$ cat config.mk
export PLATFORM = sky130hd
export DESIGN_NAME = wdrc_top
export DESIGN_NICKNAME = d
export VERILOG_FILES = /design/src/rtl/wdrc_pkg.sv /design/src/rtl/wdrc_rst_sync.sv /design/src/rtl/wdrc_timer.sv /design/src/rtl/wdrc_seq.sv /design/src/rtl/wdrc_flag.sv /design/src/rtl/wdrc_top.sv
export SDC_FILE = /design/constraint.sdc
export NUM_CORES = 1
export LEC_CHECK = 0
export BUFFER_PORTS_ARGS = -buffer_cell sky130_fd_sc_hd__buf_2
export CAP_MARGIN = 20
export CORE_MARGIN = 2
export CORE_UTILIZATION = 50
export DETAILED_ROUTE_END_ITERATION = 12
export PLACE_DENSITY_LB_ADDON = 0.15
export SLEW_MARGIN = 40
export SYNTH_ARGS = -nofsm -noshare
export SYNTH_HDL_FRONTEND = slang
export SYNTH_SLANG_ARGS = --single-unit
$ cat constraint.sdc
create_clock -name clk -period 1.9 [get_ports clk]
set_clock_uncertainty 0.15 [all_clocks]
set_input_delay 0.285 -clock clk [delete_from_list [all_inputs] [get_ports clk]]
set_output_delay 0.285 -clock clk [all_outputs]
set_load 0.03 [all_outputs]
$ cat src/rtl/wdrc_pkg.sv
`timescale 1ns/1ps
package wdrc_pkg;

    // Nominal 1.3 s at 38.4 kHz, and the startup hold after an expiry
    localparam int unsigned DEF_TIMEOUT = 49920;
    localparam int unsigned DEF_HOLD    = 4100;
    localparam int unsigned SYNC_STAGES = 2;

    typedef enum logic [1:0] {
        WS_RUN   = 2'd0,
        WS_PULSE = 2'd1,
        WS_HOLD  = 2'd2
    } wd_state_e;

    typedef struct packed {
        logic main;
        logic any;
    } rst_req_t;

    function automatic int unsigned cnt_width(input int unsigned n);
        return (n < 2) ? 1 : $clog2(n);
    endfunction

endpackage

$ cat src/rtl/wdrc_rst_sync.sv
`timescale 1ns/1ps
module wdrc_rst_sync #(
    parameter int unsigned STAGES = 2
) (
    input  logic clk,
    input  logic pin_n,
    output logic rst_o
);
    logic [STAGES-1:0] shift_q;

    // asynchronous assertion, synchronous release
    always_ff @(posedge clk or negedge pin_n) begin
        if (!pin_n) shift_q <= '0;
        else        shift_q <= {shift_q[STAGES-2:0], 1'b1};
    end

    assign rst_o = ~shift_q[STAGES-1];
endmodule

$ cat src/rtl/wdrc_timer.sv
`timescale 1ns/1ps
module wdrc_timer
    import wdrc_pkg::*;
#(
    parameter int unsigned TIMEOUT_CYC = DEF_TIMEOUT
) (
    input  logic clk,
    input  logic rst,
    input  logic busy,
    input  logic kick,
    output logic expire
);
    localparam int unsigned CW = cnt_width(TIMEOUT_CYC);
    localparam logic [CW-1:0] LAST = CW'(TIMEOUT_CYC - 1);

    logic [CW-1:0] cnt_q;

    assign expire = !rst && !busy && (cnt_q == LAST);

    always_ff @(posedge clk) begin
        if (rst || busy)  cnt_q <= '0;
        else if (expire)  cnt_q <= '0;   // a refresh on this edge loses
        else if (kick)    cnt_q <= '0;
        else              cnt_q <= cnt_q + 1'b1;
    end
endmodule

$ cat src/rtl/wdrc_seq.sv
`timescale 1ns/1ps
module wdrc_seq
    import wdrc_pkg::*;
#(
    parameter int unsigned HOLD_CYC = DEF_HOLD
) (
    input  logic clk,
    input  logic rst,
    input  logic expire,
    output logic ovf_q,
    output logic hold
);
    localparam int unsigned HW = cnt_width(HOLD_CYC);
    localparam logic [HW-1:0] HLAST = HW'(HOLD_CYC - 1);

    wd_state_e     st_q;
    logic [HW-1:0] hcnt_q;

    always_ff @(posedge clk) begin
        if (rst) begin
            st_q   <= WS_RUN;
            hcnt_q <= '0;
        end else begin
            unique case (st_q)
                WS_RUN:   if (expire) st_q <= WS_PULSE;
                WS_PULSE: begin
                    st_q   <= WS_HOLD;
                    hcnt_q <= '0;
                end
                WS_HOLD: begin
                    if (hcnt_q == HLAST) st_q <= WS_RUN;
                    else                 hcnt_q <= hcnt_q + 1'b1;
                end
                default:  st_q <= WS_RUN;
            endcase
        end
    end

    assign ovf_q = (st_q == WS_PULSE);
    assign hold  = (st_q == WS_HOLD);
endmodule

$ cat src/rtl/wdrc_flag.sv
`timescale 1ns/1ps
module wdrc_flag (
    input  logic clk,
    input  logic main_rst,
    input  logic expire,
    input  logic clr,
    output logic flag_q
);
    always_ff @(posedge clk) begin
        if (main_rst)    flag_q <= 1'b0;
        else if (expire) flag_q <= 1'b1;   // expiry beats a clear request
        else if (clr)    flag_q <= 1'b0;
    end
endmodule

$ cat src/rtl/wdrc_top.sv
`timescale 1ns/1ps
module wdrc_top
    import wdrc_pkg::*;
#(
    parameter int unsigned TIMEOUT_CYC = DEF_TIMEOUT,
    parameter int unsigned HOLD_CYC    = DEF_HOLD
) (
    input  logic clk,
    input  logic rst_main_n,
    input  logic rst_aux_n,
    input  logic kick,
    input  logic flag_clr,
    output logic core_rst,
    output logic wd_flag
);
    localparam int unsigned NSRC = 2;

    logic [NSRC-1:0] pins_n;
    logic [NSRC-1:0] src_rst;
    rst_req_t        req;
    logic            any_rst;
    logic            main_rst;
    logic            expire;
    logic            ovf_q;
    logic            hold;

    assign pins_n = {rst_aux_n, rst_main_n};

    for (genvar g = 0; g < NSRC; g++) begin : g_sync
        wdrc_rst_sync #(.STAGES(SYNC_STAGES)) u_sync (
            .clk   (clk),
            .pin_n (pins_n[g]),
            .rst_o (src_rst[g])
        );
    end

    assign req.main = src_rst[0];
    assign req.any  = |src_rst;
    assign main_rst = req.main;
    assign any_rst  = req.any;

    wdrc_timer #(.TIMEOUT_CYC(TIMEOUT_CYC)) u_timer (
        .clk    (clk),
        .rst    (any_rst),
        .busy   (ovf_q | hold),
        .kick   (kick),
        .expire (expire)
    );

    wdrc_seq #(.HOLD_CYC(HOLD_CYC)) u_seq (
        .clk    (clk),
        .rst    (any_rst),
        .expire (expire),
        .ovf_q  (ovf_q),
        .hold   (hold)
    );

    wdrc_flag u_flag (
        .clk      (clk),
        .main_rst (main_rst),
        .expire   (expire),
        .clr      (flag_clr),
        .flag_q   (wd_flag)
    );

    // the pulse is gated by the high phase of the clock in the expiry cycle
    assign core_rst = any_rst | hold | (ovf_q & clk);
endmodule

==> flow_metrics.tcl, run 1 <==
set metrics [dict create \
    num_rows 21 \
    post-place-ws_ps -105 \
    synthMuxAreaShare_pct 1.69 \
    synth_most_common_cell "dfxtp_1" \
    synth_compound_area_share_pct 14.2 \
    syn_inst 207 \
    syn_area_um2 1770 \
    synth.distinct_cells 41 \
    die_w_um 63.5 \
    netlist.area_leader.share_pct 36.1 \
    grt_overflow 131000 \
    dp_hpwl_um 3180 \
    synth_top_family_by_area "simple AND/OR/NAND/NOR gates" \
    yosys_register_bits 36 \
    yosysTopAreaCell "dfxtp_1" \
    grt_max_degree 17 \
    dpl.cell_count 285 \
    yosys.area_share.simple_pct 27.4 \
    synth_edf_count 0 \
    firstError "[ERROR GRT-0232] Routing congestion too high. Check the congestion heatmap in the GUI." \
    gp_congestion 0.865 \
    yosysWarnings 0 \
    port-buffer-count 6 \
    avgSynthCellArea_um2 8.56 \
    dieHeight_um 63.5 \
    synth-adder-area-share_pct 4.94 \
    async_flop_share_pct 11.1 \
    synth-main-ff-cell "dfxtp_1" \
    failing_step "global routing" \
    yosys-top-cells-area "dfxtp_1, dfrtp_1, ha_1" \
    initial_core_util_pct 52.7 \
    synth_common_cells "dfxtp_1, nor2_1, nand2_1" \
    synth-seq-area-share_pct 41.8 \
    io_pins 7 \
    outcome "stopped before the end" \
    grtUsageTotal_pct 4970 \
    synth-xor-area-share_pct 5.93 \
]
[per-layer routing]
metal | GRT overflow | global-route usage [%]
met1 | 0 | 27.9
met2 | 0 | 43.7
met3 | 0 | 6.79
met4 | 131000 | 35600
met5 | 0 | 0
[logic make-up after synthesis]
family | count (synthesis)
AO/OA/AOI/OAI | 38
AND/OR/NAND/NOR | 92
buffers and inverters | 18
multiplexers | 3
other | 1
XOR/XNOR | 12
adder cells (fa/ha/maj) | 7
flip-flops | 36
[what timing repair did]
item / 4_1_cts
endpoints found under the hold margin: 5
hold buffers: 5
pin swaps: 3
gates resized for setup: 18
setup endpoints to repair: 4
buffers inserted: 2
[through the flow]
step                      area [um^2]  utilization, %  setup TNS (ps)
after CTS                        2320            69.1           -86.1
after detailed placement         2100            62.6            -180
after global placement           2100            62.6           -2.55
after floorplan                  1790               -           -77.9
==> run 2: changes to the inputs <==
- CORE_UTILIZATION: 50 -> 35
- clock period: 1.9 -> 2.5 ns (I/O delays scaled with it)
==> flow_metrics.tcl, run 2 <==
set metrics [dict create \
    outcome "completed" \
    relSlewSlack_pct 64.5 \
    cts_tree "done" \
    grt_overflow 0 \
    drtAntennaViolNets 0 \
    crit_path_frequent_cell "clkbuf_8" \
    hp-start "flag_clr" \
    hold_viol 0 \
    synth-xor-area-share_pct 5.93 \
    grt_max_degree 14 \
    start_kind "clock port" \
    crit_path_end "core_rst" \
    viasPerCell 5.14 \
    yosys-top-cells-area "dfxtp_1, dfrtp_1, ha_1" \
    r2r_slack_ps 340 \
    synth_compound_area_share_pct 14.2 \
    drt_first_pass_iters 4 \
    grtUsageTotal_pct 15.3 \
    yosys.area_share.simple_pct 27.4 \
    peakVddDrop_mv 0.363 \
    final_max_slew_viol_count 0 \
    syn_area_um2 1770 \
    num_rows 25 \
    yosysTopAreaCell "dfxtp_1" \
    crit_chain "clkbuf_8 -> clkbuf_8 -> a21oi_1 -> nand2_1 -> buf_2" \
    path_clk_slew_ps 70 \
    fp.coreArea_um2 4820 \
    area_delta_synth_final_pct 14.8 \
    placed_area_um2 1880 \
    final_cell_mix "dfxtp_1, nor2_1, nand2_1" \
    yosys_register_bits 36 \
    wire_per_inst_um 12.7 \
    remaining_drc_errors 0 \
    drive_gt1_share_pct 10.4 \
    final_common_cell "dfxtp_1" \
    max_stage_delay_ps 190 \
    ctsResizeCount 0 \
    finalCoreUtilization_pct 42.3 \
    die_w_um 75.2 \
    first_global_vias 1454 \
    finalSetupViolations 0 \
    antenna_cells 0 \
    multi_input_area_um2 967 \
    initial_core_util_pct 36.8 \
    synth_edf_count 0 \
    p_total_uw 1150 \
    min_path_type "in -> reg" \
    leakagePower_uw 0.000668 \
    seq_area_um2 741 \
    clk_latency_ps 390 \
    dieHeight_um 75.2 \
    fillers 499 \
    synth_common_cells "dfxtp_1, nor2_1, nand2_1" \
    reg2reg_from "u_timer.cnt_q[0]$_SDFF_PP0_" \
    netlist.area_leader.share_pct 36.1 \
    wl_um 3680 \
    ff2ff_path_depth 5 \
    largestRegisters "u_timer.cnt_q: 16 flops, u_seq.hcnt_q: 13 flops, g_sync.u_sync.shift_q: 4 flops" \
    routed-via-count 1486 \
    largest_reg_flops 16 \
    gp_congestion 0.803 \
    synthMuxAreaShare_pct 1.69 \
    final_net_count 233 \
    maxCapViolCount 0 \
    port-buffer-count 6 \
    critPathSlowestCell "buf_2" \
    tightestPinTransition_ps 525 \
    yosysWarnings 0 \
    synth.distinct_cells 41 \
    synth_top_family_by_area "simple AND/OR/NAND/NOR gates" \
    fin_setup_tns_ps 0 \
    synth-main-ff-cell "dfxtp_1" \
    avgSynthCellArea_um2 8.56 \
    setup_ws_ps 122 \
    io_pins 7 \
    criticalPathCategory "clk -> out" \
    regToRegEndpoint "u_seq.st_q[0]$_SDFFE_PP0P_" \
    syn_inst 207 \
    cp.required_ps 1980 \
    dp_hpwl_um 2620 \
    drt_iter0_drc 111 \
    cp-end-kind "output port" \
    antenna_found_initial 0 \
    die_area_um2 5650 \
    post-place-ws_ps 367 \
    critical_path_arrival_ps 1850 \
    async_flop_share_pct 11.1 \
    power.density_nw_per_um2 563 \
    grt_pass1_wl_um 6380 \
    startpoint "clk" \
    synth-seq-area-share_pct 41.8 \
    worst-path-max-fanout 2 \
    finalInstanceArea_um2 2040 \
    rsz0062_at_grt "false" \
    synth-adder-area-share_pct 4.94 \
    synth_most_common_cell "dfxtp_1" \
    top_register "u_timer.cnt_q" \
]
## run 2: power breakdown
part           total (uW)  switching (uW)  internal (uW)
combinational        21.5            13.3           8.21
clock                 544             222            322
sequential            580            1.86            578
## run 2: stage by stage
stage | hold slack (ps) | instances
final | 132 | 289
after detailed placement | 12.4 | 276
after CTS | 129 | 289
after floorplan | -70.6 | 208
after global routing | 132 | 289
after global placement | 11.8 | 276
## run 2: kinds of logic (layout without fill, tap and decap cells)
group,after synthesis,in the layout
DFF,36,36
xor gates and xnor gates,12,12
and+or+nand+nor,92,92
AOI/OAI and AO/OA,38,38
muxes,3,3
buffers and inverters,18,32
adders and majority gates,7,7
other,1,2
## run 2: how the worst min path moves through the flow
stage                                       endpoint  slack, ps  depth (start not counted)
2_1_floorplan  g_sync[0].u_sync.shift_q[0]$_DFF_PN0_        -70                          0
3_3_place_gp   g_sync[1].u_sync.shift_q[1]$_DFF_PN0_         10                          1
3_5_place_dp   g_sync[0].u_sync.shift_q[0]$_DFF_PN0_         10                          1
4_1_cts        g_sync[0].u_sync.shift_q[0]$_DFF_PN0_        130                          2
5_1_grt        g_sync[0].u_sync.shift_q[0]$_DFF_PN0_        130                          2
6_report                  u_flag.flag_q$_SDFFE_PN0P_        130                          3
## run 2: metal layers
layer,global-route usage (%),vias up,wire [um]
li1,-,775,-
met2,22.0,22,1600
met3,5.49,7,148
met5,0,-,0
met4,9.16,0,79
met1,19.5,682,1850
## run 2: cell type report
type / instances / area share [%]
Inverter: 10 / 1.84
Timing Repair Buffer: 10 / 3.32
Clock inverter: 2 / 0.492
Sequential cell: 36 / 36.4
Multi-Input combinational cell: 154 / 47.5
Tap cell: 67 / 4.12
Clock buffer: 10 / 6.33
## run 2: critical path, delay by kind of cell
family | cells | cell delay, ps
buffers and inverters | 3 | 420
AOI/OAI and AO/OA | 1 | 130
and+or+nand+nor | 1 | 60
## run 2: timing repair
action,CTS,global route
buffers inserted,0,0
endpoints found under the hold margin,4,0
hold buffers,2,0
Note: power is estimated with default switching activity, not from simulation.
==> run 3: changes to the inputs <==
- ABC_AREA: not set -> 1
==> flow_metrics.tcl, run 3 <==
set metrics [dict create \
    num_rows 27 \
    power.share.clock_pct 49.3 \
    rsz0062_at_grt "false" \
    synth.distinct_cells 29 \
    synth-main-ff-cell "dfxtp_1" \
    criticalPathCategory "clk -> out" \
    synth_common_cells "nand2_1, inv_1, dfxtp_1" \
    peakVddDrop_mv 0.346 \
    wl_met2_um 1680 \
    antenna_cells 0 \
    min_path_type "in -> reg" \
    regToRegEndpoint "u_timer.cnt_q[10]$_SDFF_PP0_" \
    drt_first_pass_iters 4 \
    final_max_slew_viol_count 0 \
    postCtsSetupRepairBufs 0 \
    drive_gt1_share_pct 15.2 \
    async_flop_share_pct 11.1 \
    yosys_register_bits 36 \
    io_pins 7 \
    seqPwrFrac_pct 48.6 \
    routed-via-count 1681 \
    grt_pass1_wl_um 7180 \
    post-place-ws_ps 442 \
    dp_hpwl_um 2900 \
    wire_per_inst_um 10.4 \
    synth_edf_count 0 \
    dr_wl_met3_um 124 \
    p_int_uw 941 \
    multi_input_area_um2 1030 \
    wl_um 3950 \
    fin_setup_tns_ps 0 \
    remaining_drc_errors 0 \
    viasPerCell 4.41 \
    synth_most_common_cell "nand2_1" \
    maxCapViolCount 0 \
    final_net_count 320 \
    yosysWarnings 0 \
    fp.coreArea_um2 5510 \
    die_w_um 79.5 \
    power.density_nw_per_um2 530 \
    crit_path_end "core_rst" \
    largestRegisters "u_timer.cnt_q: 16 flops, u_seq.hcnt_q: 13 flops, g_sync.u_sync.shift_q: 4 flops" \
    antenna_found_initial 0 \
    grtUsageTotal_pct 14.7 \
    seq_area_um2 741 \
    path_clk_slew_ps 70 \
    initial_core_util_pct 36.3 \
    dieHeight_um 79.5 \
    synth-seq-area-share_pct 37.1 \
    port-buffer-count 6 \
    combPwrFrac_pct 2.2 \
    cp-end-kind "output port" \
    swShare_pct 21.2 \
    drtAntennaViolNets 0 \
    avgSynthCellArea_um2 6.86 \
    final_cell_mix "nand2_1, inv_1, dfxtp_1" \
    drt_iter0_drc 81 \
    top_register "u_timer.cnt_q" \
    cts_tree "done" \
    leakagePower_uw 0.000995 \
    clk_latency_ps 400 \
    ff2ff_path_depth 6 \
    cp.required_ps 1980 \
    worst-path-max-fanout 2 \
    start_kind "clock port" \
    yosysTopAreaCell "dfxtp_1" \
    gp_congestion 0.774 \
    yosys-top-cells-area "dfxtp_1, nand2_1, inv_1" \
    finalSetupViolations 0 \
    final_common_cell "nand2_1" \
    largest_reg_flops 16 \
    critical_path_arrival_ps 1780 \
    p_sw_uw 253 \
    r2r_slack_ps 580 \
    hold_viol 0 \
    netlist.area_leader.share_pct 32.1 \
    top_layer "met4" \
    grt_max_degree 17 \
    first_global_vias 1628 \
    fillers 583 \
    die_area_um2 6330 \
    area_delta_synth_final_pct 12.7 \
    met1_length_um 2080 \
    grt_overflow 0 \
    reg2reg_from "u_seq.st_q[0]$_SDFFE_PP0P_" \
    startpoint "clk" \
    syn_area_um2 2000 \
    outcome "completed" \
    setup_ws_ps 196 \
    syn_inst 291 \
]
-- run 3: changes by cell type after synthesis, moves of 5 or more --
cell | before | now
and3_1 | 6 | 0
clkbuf_1 | 7 | 0
inv_1 | 10 | 47
inv_2 | 0 | 5
nand2_1 | 18 | 88
nand3_1 | 10 | 19
nand4_1 | 10 | 3
nor2_2 | 0 | 10
nor4_1 | 6 | 0
xnor2_1 | 7 | 1
-- run 3: worst min path at each step --
stage                from                                    end  cells after the start
2_1_floorplan  rst_main_n  g_sync[0].u_sync.shift_q[0]$_DFF_PN0_                      0
3_3_place_gp   rst_main_n  g_sync[0].u_sync.shift_q[0]$_DFF_PN0_                      1
3_5_place_dp   rst_main_n  g_sync[0].u_sync.shift_q[0]$_DFF_PN0_                      1
4_1_cts          flag_clr             u_flag.flag_q$_SDFFE_PN0P_                      4
5_1_grt        rst_main_n  g_sync[0].u_sync.shift_q[0]$_DFF_PN0_                      2
6_report         flag_clr             u_flag.flag_q$_SDFFE_PN0P_                      4
-- run 3: kinds of logic (layout without fill, tap and decap cells) --
kind of cell	after synthesis	count (layout)	synth area share, %
and+or+nand+nor	167	167	38.8
buffers and inverters	54	71	11.3
DFF	36	36	37.1
AOI/OAI and AO/OA	21	21	5.95
adders and majority gates	7	7	4.39
xor gates and xnor gates	5	5	2.19
other	1	2	0.188
-- run 3: area by class of cell --
type	count	area share, %
Sequential cell	36	32.9
Clock buffer	12	6.50
Inverter	52	8.67
Timing Repair Buffer	7	2.00
Tap cell	72	4.00
Multi-Input combinational cell	202	45.9
-- run 3: stage by stage --
step	hold slack [ps]	utilization, %	total power (uW)	cell area (um^2)	std cells
floorplan	-70.6	-	613	2000	292
global placement	11.7	37.9	619	2090	368
detailed placement	12.1	37.9	620	2090	368
CTS	111	40.9	1210	2250	381
global route	116	40.9	1250	2250	381
finish	121	40.9	1190	2250	381
-- run 3: routing by layer --
metal / GRT usage, % / up-vias
met3: 4.41 / 7
met5: 0 / -
met1: 18.8 / 733
li1: - / 920
met2: 22.4 / 21
met4: 6.90 / 0
-- run 3: power by group through the flow --
stage	clock [uW]	sequential (uW)	combinational, uW
final	588	580	25.9
after global routing	642	580	30.4
after CTS	608	580	26.5
after detailed placement	2.81	593	24.1
after global placement	2.81	593	23.7
after floorplan	2.14	592	18.6
-- run 3: what timing repair did --
action | in CTS | in global routing
hold endpoints to repair | 4 | 0
resized for setup | 0 | 0
hold buffers | 2 | 0
-- run 3: worst max-delay path, stage by stage --
cell,delay (ps)
clkbuf_8,110
clkbuf_8,110
nand2_1,50
nand3_1,70
buf_2,190
